[src/rtl/seqPkg.sv]
package seqPkg;
  localparam int FIELD_W = 8;
  localparam int CTL_W = 6;
  localparam int IDX_W = 3;
  localparam logic [IDX_W-1:0] IDLE_IDX = '1;
  localparam logic [2:0] TERM_FULL = 3'd6;
  localparam int OP_DP = 0;
  localparam int OP_DATA = 1;
  localparam logic [CTL_W-1:0] CLK_PAT = 6'h06;

  typedef struct packed {
    logic [FIELD_W-1:0] word;
    logic [FIELD_W-1:0] opcode;
    logic [CTL_W-1:0]   outPat;
    logic [FIELD_W-1:0] logicFn;
  } waveEntry_t;

  typedef struct packed {
    logic load;
    logic capture;
  } seqStrobe_t;

  function automatic waveEntry_t makeEntry(input int unsigned idx,
                                           input logic [7:0] hi,
                                           input logic [7:0] lo,
                                           input logic clkEn);
    waveEntry_t e;
    int unsigned nDelay;
    logic [7:0] half;
    e = '0;
    half = lo >> 1;
    if (clkEn && hi == 8'd0) nDelay = 2;
    else if (clkEn) nDelay = 32'(hi) + 1;
    else nDelay = 32'(hi) + ((lo != 8'd0) ? 32'd1 : 32'd0);
    if (idx < nDelay) begin
      if (clkEn && hi == 8'd0) begin
        e.word = (idx == 0) ? half : lo - half;
        e.outPat = (idx == 0) ? CLK_PAT : '0;
      end else if (idx < 32'(hi)) begin
        e.word = '0;
        e.outPat = clkEn ? CLK_PAT : '0;
      end else begin
        e.word = lo;
      end
    end else if (idx == nDelay) begin
      e.word = {2'b00, IDLE_IDX, 3'd0};
      e.opcode = 8'b0000_0011;
      e.logicFn = {2'b00, TERM_FULL, TERM_FULL};
    end
    return e;
  endfunction
endpackage

[src/rtl/seqDatapath.sv]
module seqDatapath
  import seqPkg::*;
#(
  parameter int BUS_W = 16,
  parameter int MAX_HIGH = 6
) (
  input  logic               clk,
  input  logic               rstN,
  input  seqStrobe_t         strobe,
  input  logic [7:0]         cmdHigh,
  input  logic [7:0]         cmdLow,
  input  logic               cmdClkEn,
  input  logic               cmdWide,
  input  logic [IDX_W-1:0]   curIdx,
  input  logic               running,
  input  logic [BUS_W-1:0]   busData,
  output logic               cmdOk,
  output waveEntry_t         curEntry,
  output logic [CTL_W-1:0]   ctlOut,
  output logic [BUS_W-1:0]   fifoWrData
);
  localparam int NUM_SLOTS = (1 << IDX_W) - 1;

  waveEntry_t slotTab [NUM_SLOTS];
  logic wideQ;

  for (genvar g = 0; g < NUM_SLOTS; g++) begin : gSlot
    always_ff @(posedge clk) begin
      if (!rstN) slotTab[g] <= '0;
      else if (strobe.load) slotTab[g] <= makeEntry(g, cmdHigh, cmdLow, cmdClkEn);
    end
  end

  always_ff @(posedge clk) begin
    if (!rstN) wideQ <= 1'b0;
    else if (strobe.load) wideQ <= cmdWide;
  end

  assign cmdOk = (cmdHigh < 8'(MAX_HIGH)) && ((cmdHigh | cmdLow) != 8'd0);

  always_comb begin
    curEntry = '0;
    for (int i = 0; i < NUM_SLOTS; i++)
      if (curIdx == IDX_W'(i)) curEntry = slotTab[i];
  end

  assign ctlOut = running ? curEntry.outPat : '0;

  always_comb begin
    if (!strobe.capture) fifoWrData = '0;
    else if (wideQ) fifoWrData = busData;
    else fifoWrData = {{(BUS_W-8){1'b0}}, busData[7:0]};
  end
endmodule

[src/rtl/seqControl.sv]
module seqControl
  import seqPkg::*;
(
  input  logic             clk,
  input  logic             rstN,
  input  logic             startValid,
  input  logic             cmdOk,
  input  waveEntry_t       curEntry,
  input  logic             fifoFull,
  output seqStrobe_t       strobe,
  output logic [IDX_W-1:0] curIdx,
  output logic             running
);
  localparam int CNT_W = FIELD_W + 1;

  logic [CNT_W-1:0] cnt;
  logic [CNT_W-1:0] limit;
  logic opKnown, isDecision, termA, termB, cond;
  logic [IDX_W-1:0] target;

  assign opKnown = (curEntry.opcode[FIELD_W-1:2] == '0);
  assign isDecision = opKnown && curEntry.opcode[OP_DP];
  assign limit = (curEntry.word == '0) ? CNT_W'(1 << FIELD_W) : {1'b0, curEntry.word};
  assign termA = (curEntry.logicFn[5:3] == TERM_FULL) && fifoFull;
  assign termB = (curEntry.logicFn[2:0] == TERM_FULL) && fifoFull;
  assign cond = (curEntry.logicFn[7:6] == 2'b00) ? (termA && termB) : (termA || termB);
  assign target = cond ? curEntry.word[5:3] : curEntry.word[2:0];

  assign strobe.load = startValid && !running && cmdOk;
  assign strobe.capture = running && isDecision && curEntry.opcode[OP_DATA];

  always_ff @(posedge clk) begin
    if (!rstN) begin
      running <= 1'b0;
      curIdx <= '0;
      cnt <= CNT_W'(1);
    end else if (strobe.load) begin
      running <= 1'b1;
      curIdx <= '0;
      cnt <= CNT_W'(1);
    end else if (running) begin
      if (isDecision) begin
        cnt <= CNT_W'(1);
        if (target == IDLE_IDX) begin
          running <= 1'b0;
          curIdx <= '0;
        end else begin
          curIdx <= target;
        end
      end else if (cnt == limit) begin
        curIdx <= curIdx + 1'b1;
        cnt <= CNT_W'(1);
      end else begin
        cnt <= cnt + 1'b1;
      end
    end
  end
endmodule

[src/rtl/sampleSequencer.sv]
module sampleSequencer
  import seqPkg::*;
#(
  parameter int BUS_W = 16,
  parameter int MAX_HIGH = 6
) (
  input  logic             clk,
  input  logic             rstN,
  input  logic             startValid,
  input  logic [7:0]       startHigh,
  input  logic [7:0]       startLow,
  input  logic             clkOutEn,
  input  logic             wideMode,
  input  logic [BUS_W-1:0] busData,
  input  logic             fifoFull,
  output logic [CTL_W-1:0] ctlOut,
  output logic             fifoWrEn,
  output logic [BUS_W-1:0] fifoWrData,
  output logic             idle,
  output logic             busy
);
  seqStrobe_t strobe;
  waveEntry_t curEntry;
  logic [IDX_W-1:0] curIdx;
  logic running, cmdOk;

  seqControl u_ctrl (
    .clk(clk), .rstN(rstN), .startValid(startValid), .cmdOk(cmdOk),
    .curEntry(curEntry), .fifoFull(fifoFull), .strobe(strobe),
    .curIdx(curIdx), .running(running)
  );

  seqDatapath #(.BUS_W(BUS_W), .MAX_HIGH(MAX_HIGH)) u_dp (
    .clk(clk), .rstN(rstN), .strobe(strobe), .cmdHigh(startHigh),
    .cmdLow(startLow), .cmdClkEn(clkOutEn), .cmdWide(wideMode),
    .curIdx(curIdx), .running(running), .busData(busData),
    .cmdOk(cmdOk), .curEntry(curEntry), .ctlOut(ctlOut),
    .fifoWrData(fifoWrData)
  );

  assign fifoWrEn = strobe.capture;
  assign busy = running;
  assign idle = !running;
endmodule

[config.mk]
export PLATFORM = sky130hd
export DESIGN_NAME = sampleSequencer
export DESIGN_NICKNAME = d
export VERILOG_FILES = /design/src/rtl/seqPkg.sv /design/src/rtl/seqDatapath.sv /design/src/rtl/seqControl.sv /design/src/rtl/sampleSequencer.sv
export SDC_FILE = /design/constraint.sdc
export NUM_CORES = 1
export LEC_CHECK = 0
export BUFFER_PORTS_ARGS = -buffer_cell sky130_fd_sc_hd__buf_4
export CAP_MARGIN = 20
export CORE_MARGIN = 8
export CORE_UTILIZATION = 50
export DETAILED_ROUTE_END_ITERATION = 10
export GPL_TIMING_DRIVEN = 0
export PLACE_DENSITY = 0.7
export SETUP_SLACK_MARGIN = 0.2
export SYNTH_ARGS = -nofsm -noshare
export SYNTH_HDL_FRONTEND = slang
export SYNTH_SLANG_ARGS = --single-unit
[constraint.sdc]
create_clock -name clk -period 3.95 [get_ports clk]
set_input_delay 0.79 -clock clk [delete_from_list [all_inputs] [get_ports clk]]
set_output_delay 0.79 -clock clk [all_outputs]
set_load 0.1 [all_outputs]
=== Yosys cells after proc, flatten, opt, wreduce, memory -nomap -nowiden ===
Memory sizes are Yosys's and may differ from the RTL's.
Index checks and enable logic that the tools add are counted.

* Register bits after elaboration: 14
* Bits in writable memories: 210
* Input bits: 38
* Output and inout bits: 25
* Logic and storage cells: 238
* Memories: 1

{| class="wikitable"
|+ Memories
! name !! words !! bits a word !! rd ports !! clocked after Yosys merged registers in !! wr ports !! line !! RTL
|-
| u_dp.slotTab || 7 || 30 || 7 || 0 || 7 || seqDatapath.sv:24 || <nowiki>waveEntry_t slotTab [NUM_SLOTS];</nowiki>
|}

* Add/subtract/negate cells: 5
* $lt $le $gt $ge: 15
* Equal/unequal tests: 16
* Mux-type cells: 165
* Bitwise gates (word level): 9
* Reductions and logical operators: 23

{| class="wikitable"
|+ Operator list
! cell !! number
|-
| two-way mux 8 bit || 77
|-
| two-way mux 30 bit || 14
|-
| two-way mux 6 bit || 43
|-
| two-way mux 32 bit || 4
|-
| two-way mux 14 bit || 7
|-
| == test 3 x 32 -> 1 bit, first input constant || 3
|-
| less-than comparator 3 x 32 -> 1 bit, first input constant || 3
|-
| == test 2 x 32 -> 1 bit, first input constant || 2
|-
| less-than comparator 1 x 32 -> 1 bit, first input constant || 2
|-
| less-than comparator 2 x 32 -> 1 bit, first input constant || 2
|-
| adder 8 x 32 -> 32 bit || 1
|-
| == test 1 x 32 -> 1 bit, first input constant || 1
|-
| zero test 32 bit || 1
|-
| two-way mux 16 bit || 2
|-
| two-way mux 9 bit || 3
|-
| less-than comparator 3 x 8 -> 1 bit, first input constant || 3
|-
| == test 3 bit, second input constant || 6
|-
| zero test 8 bit || 2
|-
| less-than comparator 1 x 8 -> 1 bit, first input constant || 2
|-
| less-than comparator 2 x 8 -> 1 bit, first input constant || 2
|-
| nonzero test 8 bit || 2
|-
| two-way mux 3 bit || 5
|-
| logical AND 1 bit || 10
|-
| two-way mux 1 bit || 10
|-
| other kinds (19) || 26
|}

=== Depth between registers and ports, before layout ===
* Depth in word-level cells: 18
* Mapped depth: 15
* Mapped depth without buffers: 13

=== Hierarchy ===
From an unflattened synthesis, not the netlist that was laid out.

* Cells, all modules: 591
* Area, all modules: 5674.2 µm²

{| class="wikitable"
|+ Modules (own cells, without submodules)
! module !! times used !! cells an instance !! area each (µm²) !! sequential area each (µm²)
|-
| seqDatapath || 1 || 478 || 4738.3 || 2122.0
|-
| seqControl || 1 || 112 || 932.1 || 260.2
|-
| sampleSequencer || 1 || 1 || 3.8 || 0.0
|}

=== Least setup slack after synthesis ===
OpenSTA, ideal clock, no wires.

* Path kind: reg-to-output
* Start point: register u_ctrl.running
* End point: output port fifoWrData[10]
* Arrival: 4.300 ns
* Path slack: -1.140 ns
* Cell stages (with the launch flop): 4
* Buffers on the path: 0
* Path through: dfxtp_1 inv_1 nor2_1 and3_1

* Cells in the longest elaborated chain, start to end: 3

{| class="wikitable"
|+ RTL lines
! what !! line !! RTL
|-
| start, declared || seqControl.sv:12 || <nowiki>output logic running</nowiki>
|-
| start signal, assigned || seqControl.sv:34 || <nowiki>running <= 1'b0;</nowiki>
|-
| start signal, assigned || seqControl.sv:38 || <nowiki>running <= 1'b1;</nowiki>
|-
| start signal, assigned || seqControl.sv:45 || <nowiki>running <= 1'b0;</nowiki>
|-
| logical AND 1 bit (2 in series) || seqControl.sv:30 || <nowiki>assign strobe.capture = running && isDecision && curEntry.opcode[OP_DATA];</nowiki>
|-
| named net fifoWrEn || sampleSequencer.sv:17 || <nowiki>output logic fifoWrEn,</nowiki>
|-
| two-way mux 16 bit || seqDatapath.sv:50 || <nowiki>if (!strobe.capture) fifoWrData = '0;</nowiki>
|-
| end, declared || sampleSequencer.sv:18 || <nowiki>output logic [BUS_W-1:0] fifoWrData,</nowiki>
|}

The timed path passes the listed nets, and every way through them passes these cells.

=== Worst setup path after layout ===
* Start point: register u_ctrl.curIdx[0]
* End point: output port ctlOut[2]

* Cells in the longest elaborated chain, start to end: 9

{| class="wikitable"
|+ RTL lines
! what !! line !! RTL
|-
| start, declared || seqControl.sv:11 || <nowiki>output logic [IDX_W-1:0] curIdx,</nowiki>
|-
| start signal, assigned || seqControl.sv:48 || <nowiki>curIdx <= target;</nowiki>
|-
| start signal, assigned || seqControl.sv:51 || <nowiki>curIdx <= curIdx + 1'b1;</nowiki>
|-
| zero test 3 bit || seqDatapath.sv:44 || <nowiki>if (curIdx == IDX_W'(i)) curEntry = slotTab[i];</nowiki>
|-
| two-way mux 30 bit (6 in series) || seqDatapath.sv:44 ||
|-
| two-way mux 30 bit (*) || seqDatapath.sv:44 ||
|-
| two-way mux 6 bit (*) || seqDatapath.sv:47 || <nowiki>assign ctlOut = running ? curEntry.outPat : '0;</nowiki>
|-
| end, declared || sampleSequencer.sv:16 || <nowiki>output logic [CTL_W-1:0] ctlOut,</nowiki>
|}

Every way passes the cells marked *; elsewhere a longest branch is shown, timed or not.

==> flow_summary.toml <==
[hold_path]
hold_path_end = "u_ctrl.curIdx[1]"
hold_path_class = "reg2reg"
min_from = "u_ctrl.curIdx[1]"
hold_depth = 2

[sta]
timing_hold_violations_final = 0
finalWorstSetupSlack_ns = 0.312
max_freq_mhz = 275
rsz0062_at_grt = "false"
setup_viol = 0
fin_crit_ns = 3.64
worst_slew_pin_slew_ns = 0.844
fin_skew_ns = 0.0138
report.final.slew_viol_count = 0
max_slew_margin = 0.436
finalCritPeriodShare = 0.921

[power]
leakage_nw = 2.57
clkPwrFrac = 0.380
ir_worst_vdd_uv = 150
combPwrFrac = 0.111
internal_power_mw = 1.43
switching_power_mw = 0.508
seqPwrFrac = 0.509
powerDensity_mw_per_mm2 = 292
p_sw_frac = 0.262

[setup_path]
critPathTopFamily = "buffers and inverters"
r2r_slack_ns = 0.46
cp_cell_sequence = "inv_1 -> ha_1 -> nor2b_1 -> clkbuf_1 -> a221o_1 -> o21ai_0 -> o21ai_0 -> a21oi_1 -> a31oi_4 -> buf_4 -> buf_4"
path_buf_inv = 4
crit_type = "reg2out"
timing.rr.end = "u_ctrl.curIdx[1]"
endpoint_kind = "primary output"
cp-start-kind = "register"
crit_start = "u_ctrl.curIdx[0]"
slowest_delay_ns = 0.42
reg2reg_from = "u_ctrl.curIdx[2]"
worstPathRequired_ns = 3.16
rr_worst_depth = 13
cpMaxStageDelayCell = "clkbuf_1"
worstPathArrival_ns = 2.85
crit_path_max_fanout = 8

[clock_tree]
clock_latency_ns = 0.38
cts_max_level = 3
cts_tree = "yes"
cts_root_buf = "clkbuf_8"
cts_sinks = 84
numCtsBuffers = 9
cts_hold_buf = 0
clockBufferDepth = 2
clk_pin_slew_worst_paths_ns = 0.09

[logic_synthesis]
ys_seq_elements = 84
yosysTopAreaCellShare = 0.374
syn_area_sq_mm = 0.00562
synth_area_leaders = "edfxtp_1, a21oi_1, dfxtp_1"
syn_inst = 618
avgSynthCellArea_sq_um = 9.09
synth.distinct_cells = 61
synthArstFlopShare = 0
synth-seq-area-share = 0.424
synthFlopType = "edfxtp_1"
synth_enable_flop_cells = 70
synth_common_cells = "a21oi_1, edfxtp_1, nand2_1"
yosys.area.top_type = "edfxtp_1"
synth_most_common_cell = "a21oi_1"
ys_warn_count = 0

[final_layout]
final_net_count = 746
final_util = 0.608
diodes = 0
drive_gt1_frac = 0.196
area_growth_pct = 17.8

[routing]
first_iter_violations = 453
drcViolationCount = 0
first_pass_iters = 6
drt-total-wl_um = 16300
ant_nets = 0
routed-via-count = 5055
wl_per_cell_um = 19.7
avgViaCountPerCell = 6.09

[floorplan]
rows = 38
die_w_um = 122
io_pins = 63
die_h_um = 122
initial_core_util = 0.516
core_area_sq_mm = 0.0109
die-area_sq_mm = 0.0149

[place]
portBuffers = 55
dp.final_hpwl_um = 12300
routabilityCongestion = 0.917
place_ws_ns = -0.548

[run]
max-cap-violations = 0

[global_route]
grt_pass1_wl_um = 25900
grt_pass1_vias = 5021
grt_overflow = 0
grt_max_degree = 46
antenna_found_initial = 0
grt_usage = 0.221

[outcome]
run_status = "completed"
## per-stage QoR
step	total power [mW]	area [sq um]	cells	hold WS, ns	setup TNS [ns]
floorplan	1.14	5680	622	0.483	0
global placement	1.21	6260	817	0.534	-17.79
detailed placement	1.21	6280	818	0.546	-17.28
CTS	1.93	6520	827	0.572	0
global route	1.99	6620	830	0.597	0
finish	1.93	6620	830	0.560	0
## final cells by class
class                           count  area [sq um]
Buffer                             34           193
Clock buffer                        9           124
Clock inverter                      7           116
Fill cell                         952          4270
Inverter                           33           138
Multi-Input combinational cell    465          2990
Sequential cell                    84          2390
Tap cell                          140           175
Timing Repair Buffer               58           489
## power by group through the flow
| stage | clock, mW | sequential, mW | combinational, mW |
|---|---|---|---|
| 5_1_grt | 0.771 | 0.987 | 0.234 |
| 3_3_place_gp | 0 | 1.01 | 0.201 |
| 3_5_place_dp | 0 | 1.00 | 0.210 |
| 6_report | 0.735 | 0.985 | 0.215 |
| 4_1_cts | 0.736 | 0.984 | 0.211 |
| 2_1_floorplan | 0 | 1.00 | 0.140 |
## state kept, by name, indices dropped and copies added, names as in the netlist
name / flops
u_dp.slotTab: 70
u_ctrl.running: 1
u_dp.wideQ: 1
u_ctrl.cnt: 9
u_ctrl.curIdx: 3
## worst max-delay path by stage
stage	endpoint	slack, ns	cells after the start
finish	ctlOut[2]	0.31	11
global route	fifoWrData[0]	0.20	12
CTS	u_dp.slotTab[0][117]	0.21	15
detailed placement	u_dp.slotTab[0][87]	-0.55	15
global placement	u_dp.slotTab[0][87]	-0.44	15
floorplan	fifoWrData[10]	0.34	11
## worst reg2reg max path, cell delays in order, from the launching register on
cell        delay [ns]
dfxtp_1           0.34
buf_6             0.14
clkinvlp_4        0.22
ha_2              0.32
buf_4             0.19
buf_2             0.20
a221oi_1          0.31
a41oi_1           0.08
o22ai_1           0.32
xor2_1            0.17
nor4b_4           0.34
a31oi_2           0.21
or4_1             0.51
o21ai_0           0.08
## cell families (layout without fill, tap and decap cells)
group                      after synthesis  in the layout  synth area share
AOI/OAI and AO/OA                      181            181             0.208
DFF                                     84             84             0.424
adders and majority gates               23             23            0.0526
buffers and inverters                   74            141            0.0595
and+or+nand+nor                        224            225             0.204
other                                    1              5          0.000668
muxes                                   11             11            0.0198
xor gates and xnor gates                20             20            0.0312
## routing by layer
| layer | global-route usage | share of wire | up-vias |
|---|---|---|---|
| li1 | - | - | 2397 |
| met1 | 0.272 | 0.42 | 2392 |
| met2 | 0.380 | 0.49 | 236 |
| met3 | 0.0366 | 0.071 | 30 |
| met4 | 0.0848 | 0.018 | 0 |
| met5 | 0 | 0 | - |
## repair_timing
item / CTS / global route
pin swaps: 0 / 2
gates cloned: 0 / 1
endpoints found under the setup margin: 68 / 54
buffers inserted: 0 / 2
gates resized for setup: 9 / 24
## layout by cell type (no fill, tap or decap), drive strengths merged, types with 7 or more instances in the layout
master / netlist / layout
buf: 23 / 81
a21oi: 73 / 73
edfxtp: 70 / 70
nand2: 62 / 62
nor2: 44 / 45
o21ai: 38 / 38
inv: 32 / 33
ha: 22 / 22
nor3: 20 / 20
clkbuf: 18 / 20
and3: 19 / 19
nand3: 16 / 16
xor2: 14 / 14
dfxtp: 14 / 14
nand2b: 12 / 12
o21bai: 11 / 11
mux2i: 10 / 10
nand4: 8 / 8
nor2b: 8 / 8
a211oi: 8 / 8
nand3b: 7 / 7
a221oi: 7 / 7
Note: power is estimated with default switching activity, not from simulation.
